<file path="config.mk">
export PLATFORM = sky130hd
export DESIGN_NAME = irq_steer_top
export DESIGN_NICKNAME = d
export VERILOG_FILES = /design/src/rtl/irq_steer_pkg.sv /design/src/rtl/irq_src_bank.sv /design/src/rtl/irq_line_merge.sv /design/src/rtl/irq_steer_top.sv
export SDC_FILE = /design/constraint.sdc
export NUM_CORES = 1
export LEC_CHECK = 0
export ABC_AREA = 1
export BUFFER_PORTS_ARGS = -buffer_cell sky130_fd_sc_hd__clkbuf_2
export CAP_MARGIN = 25
export CORE_ASPECT_RATIO = 1.2
export CORE_MARGIN = 10
export CORE_UTILIZATION = 45
export CTS_CLUSTER_SIZE = 8
export DETAILED_ROUTE_END_ITERATION = 6
export PLACE_DENSITY = 0.67
export SYNTH_ARGS = -nofsm -noshare
export SYNTH_HDL_FRONTEND = slang
export SYNTH_HIERARCHICAL = 1
export SYNTH_SLANG_ARGS = --single-unit
export TNS_END_PERCENT = 30
</file>
<file path="constraint.sdc">
create_clock -name clk -period 3.99 [get_ports clk]
set_input_delay 0.5985 -clock clk [delete_from_list [all_inputs] [get_ports clk]]
set_output_delay 0.5985 -clock clk [all_outputs]
set_load 0.05 [all_outputs]
</file>
<file path="src/rtl/irq_steer_pkg.sv">
package irq_steer_pkg;
    localparam int BANK0_W = 8;
    localparam int BANK1_W = 3;
    localparam int DATA_W  = 8;
    localparam int ADDR_W  = 3;

    localparam logic [ADDR_W-1:0] ADR_FLAG0 = 3'd0;
    localparam logic [ADDR_W-1:0] ADR_FLAG1 = 3'd1;
    localparam logic [ADDR_W-1:0] ADR_SEL0  = 3'd2;
    localparam logic [ADDR_W-1:0] ADR_SEL1  = 3'd3;
    localparam logic [ADDR_W-1:0] ADR_EN0   = 3'd4;
    localparam logic [ADDR_W-1:0] ADR_EN1   = 3'd5;

    localparam logic [BANK0_W-1:0] BANK0_SEL_RST = '0;
    localparam logic [BANK1_W-1:0] BANK1_SEL_RST = '1;

    localparam logic [1:0] VEC_NONE = 2'b00;
    localparam logic [1:0] VEC_L0   = 2'b01;
    localparam logic [1:0] VEC_L1   = 2'b10;
endpackage

</file>
<file path="src/rtl/irq_src_bank.sv">
module irq_src_bank #(
    parameter int W = 8,
    parameter logic [W-1:0] SEL_RST = '0
) (
    input  logic         clk,
    input  logic         rst_n,
    input  logic [W-1:0] evt,
    input  logic         wr_flag,
    input  logic         wr_sel,
    input  logic         wr_en,
    input  logic [W-1:0] wdata,
    output logic [W-1:0] flag_o,
    output logic [W-1:0] sel_o,
    output logic [W-1:0] en_o,
    output logic         req0,
    output logic         req1
);
    typedef struct packed {
        logic [W-1:0] flag;
        logic [W-1:0] sel;
        logic [W-1:0] en;
    } bank_t;

    bank_t st_d, st_q;

    always_comb begin
        st_d = st_q;
        if (wr_flag) st_d.flag = st_q.flag & ~wdata;
        // an arriving event overrides a clear in the same cycle
        st_d.flag = st_d.flag | evt;
        if (wr_sel) st_d.sel = wdata;
        if (wr_en)  st_d.en  = wdata;
    end

    always_ff @(posedge clk) begin
        if (!rst_n) begin
            st_q.flag <= '0;
            st_q.sel  <= SEL_RST;
            st_q.en   <= '0;
        end else begin
            st_q <= st_d;
        end
    end

    assign flag_o = st_q.flag;
    assign sel_o  = st_q.sel;
    assign en_o   = st_q.en;
    assign req0   = |(st_q.flag & st_q.en & ~st_q.sel);
    assign req1   = |(st_q.flag & st_q.en &  st_q.sel);

    // every pulsed event leaves its flag set, whatever the write did
    a_r3_set_wins: assert property (@(posedge clk) disable iff (!rst_n)
        (|evt) |=> ((st_q.flag & $past(evt)) == $past(evt)));

    // clearing all bits with no event empties the bank
    a_r2_clear_all: assert property (@(posedge clk) disable iff (!rst_n)
        (wr_flag && (wdata == '1) && (evt == '0)) |=> (st_q.flag == '0));

    // reset defaults
    a_r8_reset_state: assert property (@(posedge clk)
        !rst_n |=> (st_q.sel == SEL_RST && st_q.flag == '0 && st_q.en == '0));
endmodule

</file>
<file path="src/rtl/irq_line_merge.sv">
module irq_line_merge #(
    parameter int NB = 2
) (
    input  logic          clk,
    input  logic          rst_n,
    input  logic [NB-1:0] req0,
    input  logic [NB-1:0] req1,
    output logic          line0,
    output logic          line1,
    output logic [1:0]    vec
);
    import irq_steer_pkg::*;

    typedef struct packed {
        logic       l0;
        logic       l1;
        logic [1:0] v;
    } out_t;

    out_t out_d, out_q;

    always_comb begin
        out_d.l0 = |req0;
        out_d.l1 = |req1;
        if (out_d.l0)      out_d.v = VEC_L0;
        else if (out_d.l1) out_d.v = VEC_L1;
        else               out_d.v = VEC_NONE;
    end

    always_ff @(posedge clk) begin
        if (!rst_n) out_q <= '0;
        else        out_q <= out_d;
    end

    assign line0 = out_q.l0;
    assign line1 = out_q.l1;
    assign vec   = out_q.v;

    // lines trail the bank requests by one clock
    a_r6_line0_lat: assert property (@(posedge clk) disable iff (!rst_n)
        $past(rst_n) |-> (line0 == $past(|req0)));
    a_r6_line1_lat: assert property (@(posedge clk) disable iff (!rst_n)
        $past(rst_n) |-> (line1 == $past(|req1)));

    // vector encoding and line-0 priority
    a_r7_vec_onehot: assert property (@(posedge clk) disable iff (!rst_n)
        $onehot0(vec));
    a_r7_vec_prio: assert property (@(posedge clk) disable iff (!rst_n)
        line0 |-> (vec == VEC_L0));
    a_r7_vec_l1: assert property (@(posedge clk) disable iff (!rst_n)
        (!line0 && line1) |-> (vec == VEC_L1));
    a_r7_vec_none: assert property (@(posedge clk) disable iff (!rst_n)
        (!line0 && !line1) |-> (vec == VEC_NONE));
endmodule

</file>
<file path="src/rtl/irq_steer_top.sv">
module irq_steer_top
    import irq_steer_pkg::*;
#(
    parameter int B0W = BANK0_W,
    parameter int B1W = BANK1_W,
    parameter int DW  = DATA_W,
    parameter int AW  = ADDR_W
) (
    input  logic           clk,
    input  logic           rst_n,
    input  logic [B0W-1:0] evt_bank0,
    input  logic [B1W-1:0] evt_bank1,
    input  logic           bus_wr,
    input  logic [AW-1:0]  bus_addr,
    input  logic [DW-1:0]  bus_wdata,
    output logic [DW-1:0]  bus_rdata,
    output logic           irq_line0,
    output logic           irq_line1,
    output logic [1:0]     irq_vec
);
    localparam int PAD0 = DW - B0W;
    localparam int PAD1 = DW - B1W;

    logic [B0W-1:0] flag0, sel0, en0;
    logic [B1W-1:0] flag1, sel1, en1;
    logic [1:0]     req0, req1;

    logic wr_f0, wr_f1, wr_s0, wr_s1, wr_e0, wr_e1;

    always_comb begin
        wr_f0 = bus_wr && (bus_addr == ADR_FLAG0);
        wr_f1 = bus_wr && (bus_addr == ADR_FLAG1);
        wr_s0 = bus_wr && (bus_addr == ADR_SEL0);
        wr_s1 = bus_wr && (bus_addr == ADR_SEL1);
        wr_e0 = bus_wr && (bus_addr == ADR_EN0);
        wr_e1 = bus_wr && (bus_addr == ADR_EN1);
    end

    irq_src_bank #(.W(B0W), .SEL_RST(B0W'(BANK0_SEL_RST))) u_bank0 (
        .clk(clk), .rst_n(rst_n), .evt(evt_bank0),
        .wr_flag(wr_f0), .wr_sel(wr_s0), .wr_en(wr_e0),
        .wdata(bus_wdata[B0W-1:0]),
        .flag_o(flag0), .sel_o(sel0), .en_o(en0),
        .req0(req0[0]), .req1(req1[0])
    );

    irq_src_bank #(.W(B1W), .SEL_RST(B1W'(BANK1_SEL_RST))) u_bank1 (
        .clk(clk), .rst_n(rst_n), .evt(evt_bank1),
        .wr_flag(wr_f1), .wr_sel(wr_s1), .wr_en(wr_e1),
        .wdata(bus_wdata[B1W-1:0]),
        .flag_o(flag1), .sel_o(sel1), .en_o(en1),
        .req0(req0[1]), .req1(req1[1])
    );

    irq_line_merge #(.NB(2)) u_merge (
        .clk(clk), .rst_n(rst_n), .req0(req0), .req1(req1),
        .line0(irq_line0), .line1(irq_line1), .vec(irq_vec)
    );

    always_comb begin
        case (bus_addr)
            ADR_FLAG0: bus_rdata = {{PAD0{1'b0}}, flag0};
            ADR_FLAG1: bus_rdata = {{PAD1{1'b0}}, flag1};
            ADR_SEL0:  bus_rdata = {{PAD0{1'b0}}, sel0};
            ADR_SEL1:  bus_rdata = {{PAD1{1'b0}}, sel1};
            ADR_EN0:   bus_rdata = {{PAD0{1'b0}}, en0};
            ADR_EN1:   bus_rdata = {{PAD1{1'b0}}, en1};
            default:   bus_rdata = '0;
        endcase
    end

    // a write to an unmapped address leaves the readable state unchanged
    a_r10_unmapped_write: assert property (@(posedge clk) disable iff (!rst_n)
        (bus_wr && bus_addr > ADR_EN1 && evt_bank0 == '0 && evt_bank1 == '0)
        |=> ($stable(sel0) && $stable(sel1) && $stable(en0) && $stable(en1)
             && $stable(flag0) && $stable(flag1)));
endmodule

</file>
# Word-level counts from Yosys, hierarchy flattened
# Index checks and enable logic that the tools add are counted.
totals:
  ff_bits: 37
  output_inout_bits: 12
  input_bits: 25
  word_cells: 45
classes:
  bitwise: 15
  mux: 5
  n_eq_ne: 5
  n_reduce_logical: 10
op_table:
  columns: ["operator", "n"]
  rows:
  - ["one-hot mux 8 bit (6 select lines)", 1]
  - ["AND 8 bit", 4]
  - ["OR reduction 11 bit", 2]
  - ["NOT 8 bit", 2]
  - ["AND 3 bit", 4]
  - ["OR reduction 12 bit", 1]
  - ["two-way mux 8 bit", 1]
  - ["bitwise OR 8 bit", 1]
  - ["== test 3 x 2 -> 1 bit, second input constant", 2]
  - ["== test 3 bit, second input constant", 2]
  - ["logical AND 1 bit", 6]
  - ["NOT 3 bit", 2]
  - ["== test 3 x 1 -> 1 bit, second input constant", 1]
  - ["logical NOT 3 bit", 1]
  - ["two-way mux 3 bit", 1]
  - ["bitwise OR 3 bit", 1]
  - ["two-way mux 2 bit", 1]
  - ["two-way mux 1 bit", 1]
  - ["NOT 1 bit", 1]

# Depth between registers and ports, before layout
depth:
  word_depth: 5
  depth_mapped: 8
  depth_no_buf: 8

# Hierarchy
# Netlist, hierarchy kept.
modules_own_cells:
  columns: ["mod", "area_per_inst_um2", "seq_area_each_um2", "cells_each", "n_inst"]
  rows:
  - ["irq_src_bank (u_bank0)", 970.9, 480.5, 130, 1]
  - ["irq_steer_top", 422.9, 0.0, 74, 1]
  - ["irq_src_bank (u_bank1)", 357.8, 180.2, 49, 1]
  - ["irq_line_merge", 100.1, 60.1, 12, 1]

# Worst setup path after synthesis
# OpenSTA, ideal clock, no wires.
synth_path:
  path_type: "input to output"
  from: "in bus_addr[1]"
  to: "out bus_rdata[3]"
  arrival_ns: 1.444
  n_path_buf: 1
  path_slack_ns: 1.948
  required_ns: 3.391
  stages: 4
  cell_sequence: "buf_6 > nor3_2 > nand2_1 > nand3_1"
synth_via:
  elab_chain_len: 2
  elab_cells_between_ends: 7
  cone_classes: "eq/ne: 5; mux: 1; reduce/logical: 1"
synth_lines:
  columns: ["item", "line_no", "text"]
  rows:
  - ["start: declaration", "irq_steer_top.sv:14", "input logic [AW-1:0] bus_addr,"]
  - ["== test 3 bit, or another cell as far along", "irq_steer_top.sv:61", "case (bus_addr)"]
  - ["one-hot mux 8 bit (6 select lines) (*)", "irq_steer_top.sv:61", null]
  - ["end: declaration", "irq_steer_top.sv:16", "output logic [DW-1:0] bus_rdata,"]
# Every way passes the cells marked *; elsewhere a longest branch is shown, timed or not.

# Worst setup path after layout
layout_path:
  from: "in bus_addr[1]"
  to: "out bus_rdata[4]"
# The elaborated chain is that of the path after synthesis.

==> flow_summary_export.csv <==
group,metric,value,unit
grt,antenna_found_initial,0,
sta,final_max_slew_viol_count,0,
clock_tree,cts_resized,0,
routing,avgRoutedWirePerCell,13.22,µm
layout,layout.nets,326,
synthesis,yosysSeqAreaShare,38.92,%
layout,fillerInstances,436,
worst_setup_path,worst_ep_required_time,3.39,ns
sta,period_share,62.99,%
worst_setup_path,crit_path_max_fanout,11,
power,p_per_area,360.4,nW/µm²
clock_tree,clock_sinks,36,
power,internal-power,532.0,µW
grt,grt.total_usage,13.63,%
synthesis,ys.flop_type,"dfxtp_1",
clock_tree,ctsHoldBuffers,0,
synthesis,synth-edff-count,0,
synthesis,syn_inst,265,
hold_path,hp-class,"flip-flop to flip-flop",
synthesis,synth-async-reset-ratio,0,%
grt,grt_pass1_vias,1763,
routing,drc,0,
synthesis,synth_nets,290,
clock_tree,clock_latency,0.30,ns
die,start_util,46.61,%
synthesis,synth_top_area_share,38.92,%
die,die_h,90.27,µm
synthesis,synth_cell_types,19,
synthesis,syn-cell-area,1852,µm²
clock_tree,clk_pin_slew_worst_paths,0.08,ns
grt,grt_max_degree,24,
worst_setup_path,worstSetupPathType,"input port to primary output",
grt,grt_util_met1,14.28,%
power,seqPwrFrac,51.2,%
sta,fmax,397.9,MHz
run,drv_cap,0,
status,status,"completed",
sta,relSlewSlack,50.11,%
power,peakVddDrop,0.2082,mV
worst_setup_path,cp.arrival,1.91,ns
worst_setup_path,slowest_delay,0.34,ns
synthesis,synth_area_leaders,"dfxtp_1 (39%), nand3_1 (9.5%), a21oi_1 (8.9%), nand2_1 (8.5%), inv_1 (7.9%)",
clock_tree,cts.path.max_buffers,2,
power,p_comb_share,13.9,%
synthesis,ys_warn_count,6,
grt,met2_usage,23.35,%
clock_tree,post_cts_buffers,0,
grt,grt-ovfl-total,0,
die,floorplan.die.width,78.56,µm
synthesis,yosys.area.top_type,"dfxtp_1",
die,coreArea,3973,µm²
grt,grt_pass1_wl,7907,µm
synthesis,yosysMostFrequentCell,"nand2_1",
power,p_leak,1.056,nW
clock_tree,cts_tree,"done",
place,io_buffers,36,
grt,top_usage_layer,"met2",
sta,fin_skew,0.008846,ns
die,io_pins,37,
power,clkPwrFrac,34.9,%
sta,finalHoldViolCount,0,
clock_tree,cts.htree.levels,2,
synthesis,synth_common_cells,"nand2_1 (42), inv_1 (39), dfxtp_1 (36)",
routing,first_pass_iters,4,
routing,ant_nets,0,
layout,drive_gt1_share,18.87,%
worst_setup_path,crit_path_start_kind,"input port",
clock_tree,cts_root_buffer,"clkbuf_8",
grt,grt_use_met3,4.084,%
synthesis,synth_seq_cells,36,
place,place_congestion,0.8177,
layout,num_antenna_cells,0,
sta,setup_tns,0,ns
worst_setup_path,crit_path_end_kind,"primary output",
sta,worst_slew_pin_slew,0.7415,ns
clock_tree,cts_made_buffers,5,
power,power.switching,234.7,µW
sta,fin_crit,2.513,ns
die,fp-row-count,25,
place,hpwl,3582,µm
synthesis,avgSynthCellArea,6.988,µm²
power,p_sw_share,30.61,%
die,die-area,7092,µm²
power,power,766.7,µW
worst_setup_path,crit_slowest_cell,"nor3_4",
sta,setup_viol,0,
sta,grt_setup_unrepaired,"no",
layout,syn_to_final_growth,14.86,%
worst_setup_path,cp_cell_sequence,"clkbuf_2, inv_1, nor3_4, nand2_1, nand3_1, clkbuf_2",
routing,drt_wl_total,4708,µm
worst_setup_path,cp_common_cell,"clkbuf_2",
routing,drt_iter0_markers,112,
routing,vias_per_cell,5.076,
routing,vias,1807,
## critical path, delay by kind of cell
kind / cells / cell delay (ns)
buffers and inverters: 3 / 0.78
and+or+nand+nor: 3 / 0.54
## layer usage
layer | wire, µm | vias up
li1 | - | 950
met1 | 1924 | 801
met2 | 2358 | 46
met3 | 308 | 10
met4 | 116 | 0
met5 | 0 | -
## cell type report
cell class | count | area [µm²] | share of cell area (%)
Timing Repair Buffer | 38 | 195.2 | 9.176
Clock buffer | 5 | 68.82 | 3.235
Tap cell | 54 | 67.56 | 3.176
Clock inverter | 3 | 23.77 | 1.118
Inverter | 42 | 157.7 | 7.412
Multi-Input combinational cell | 178 | 893.4 | 42.00
Sequential cell | 36 | 720.7 | 33.88
## registers in the layout, indices dropped and copies added, names as in the netlist
signal,cells
u_bank0/en_o,8
u_bank0/flag_o,8
u_bank0/sel_o,8
u_bank1/en_o,3
u_bank1/flag_o,3
u_bank1/sel_o,3
u_merge/line0,1
u_merge/line1,1
u_merge/vec,1
## per-stage QoR
stage | setup slack [ns] | area (µm²) | util [%] | cells | hold slack [ns]
3_3_place_gp | 1.490 | 2034 | 51.21 | 348 | 0.4705
3_5_place_dp | 1.462 | 2034 | 51.21 | 348 | 0.4806
2_1_floorplan | 1.948 | 1852 | - | 265 | 0.4435
4_1_cts | 1.460 | 2127 | 53.54 | 356 | 0.4903
6_report | 1.477 | 2127 | 53.54 | 356 | 0.4900
5_1_grt | 1.354 | 2127 | 53.54 | 356 | 0.5086
## kinds of logic after synthesis
family	Yosys count	synth area share [%]
AOI/OAI and AO/OA	62	16.76
buffers and inverters	51	13.18
DFF	36	38.92
and+or+nand+nor	116	31.15
## placed cells by master (no fill, tap or decap)
| cell | netlist | layout |
|---|---|---|
| nand2_1 | 42 | 42 |
| inv_1 | 39 | 39 |
| clkbuf_2 | 0 | 36 |
| dfxtp_1 | 36 | 36 |
| nand3_1 | 35 | 35 |
| a21oi_1 | 33 | 33 |
| o21ai_0 | 21 | 21 |
| nor2_1 | 20 | 20 |
| o21ai_1 | 8 | 8 |
| nand4_1 | 7 | 7 |
| clkbuf_8 | 0 | 5 |
| inv_2 | 3 | 3 |
| nor4_2 | 2 | 3 |
| nor3_4 | 2 | 2 |
| nor4_1 | 3 | 2 |
| clkinvlp_4 | 0 | 2 |
| nand3b_1 | 2 | 2 |
| buf_4 | 4 | 2 |
| nor2_4 | 1 | 1 |
| nand4_2 | 1 | 1 |
| nor3_2 | 1 | 1 |
| clkinv_4 | 0 | 1 |
## path summary, 6_finish.rpt
check	cells past startpoint	startpoint	slack, ns	endpoint
max reg2reg	8	u_bank0/sel_o[2]	2.90	u_merge/vec[1]
min	2	u_bank1/sel_o[2]	0.49	u_bank1/sel_o[2]
max	6	bus_addr[1]	1.48	bus_rdata[4]
min reg2reg	2	u_bank1/sel_o[2]	0.49	u_bank1/sel_o[2]
## power by group through the flow
stage	combinational [mW]	sequential [mW]	clock, mW
floorplan	0.0760	0.400	0
global placement	0.106	0.401	0
detailed placement	0.107	0.401	0
CTS	0.108	0.393	0.272
global route	0.119	0.396	0.289
finish	0.106	0.393	0.268
Power figures use the tool's default switching activity.
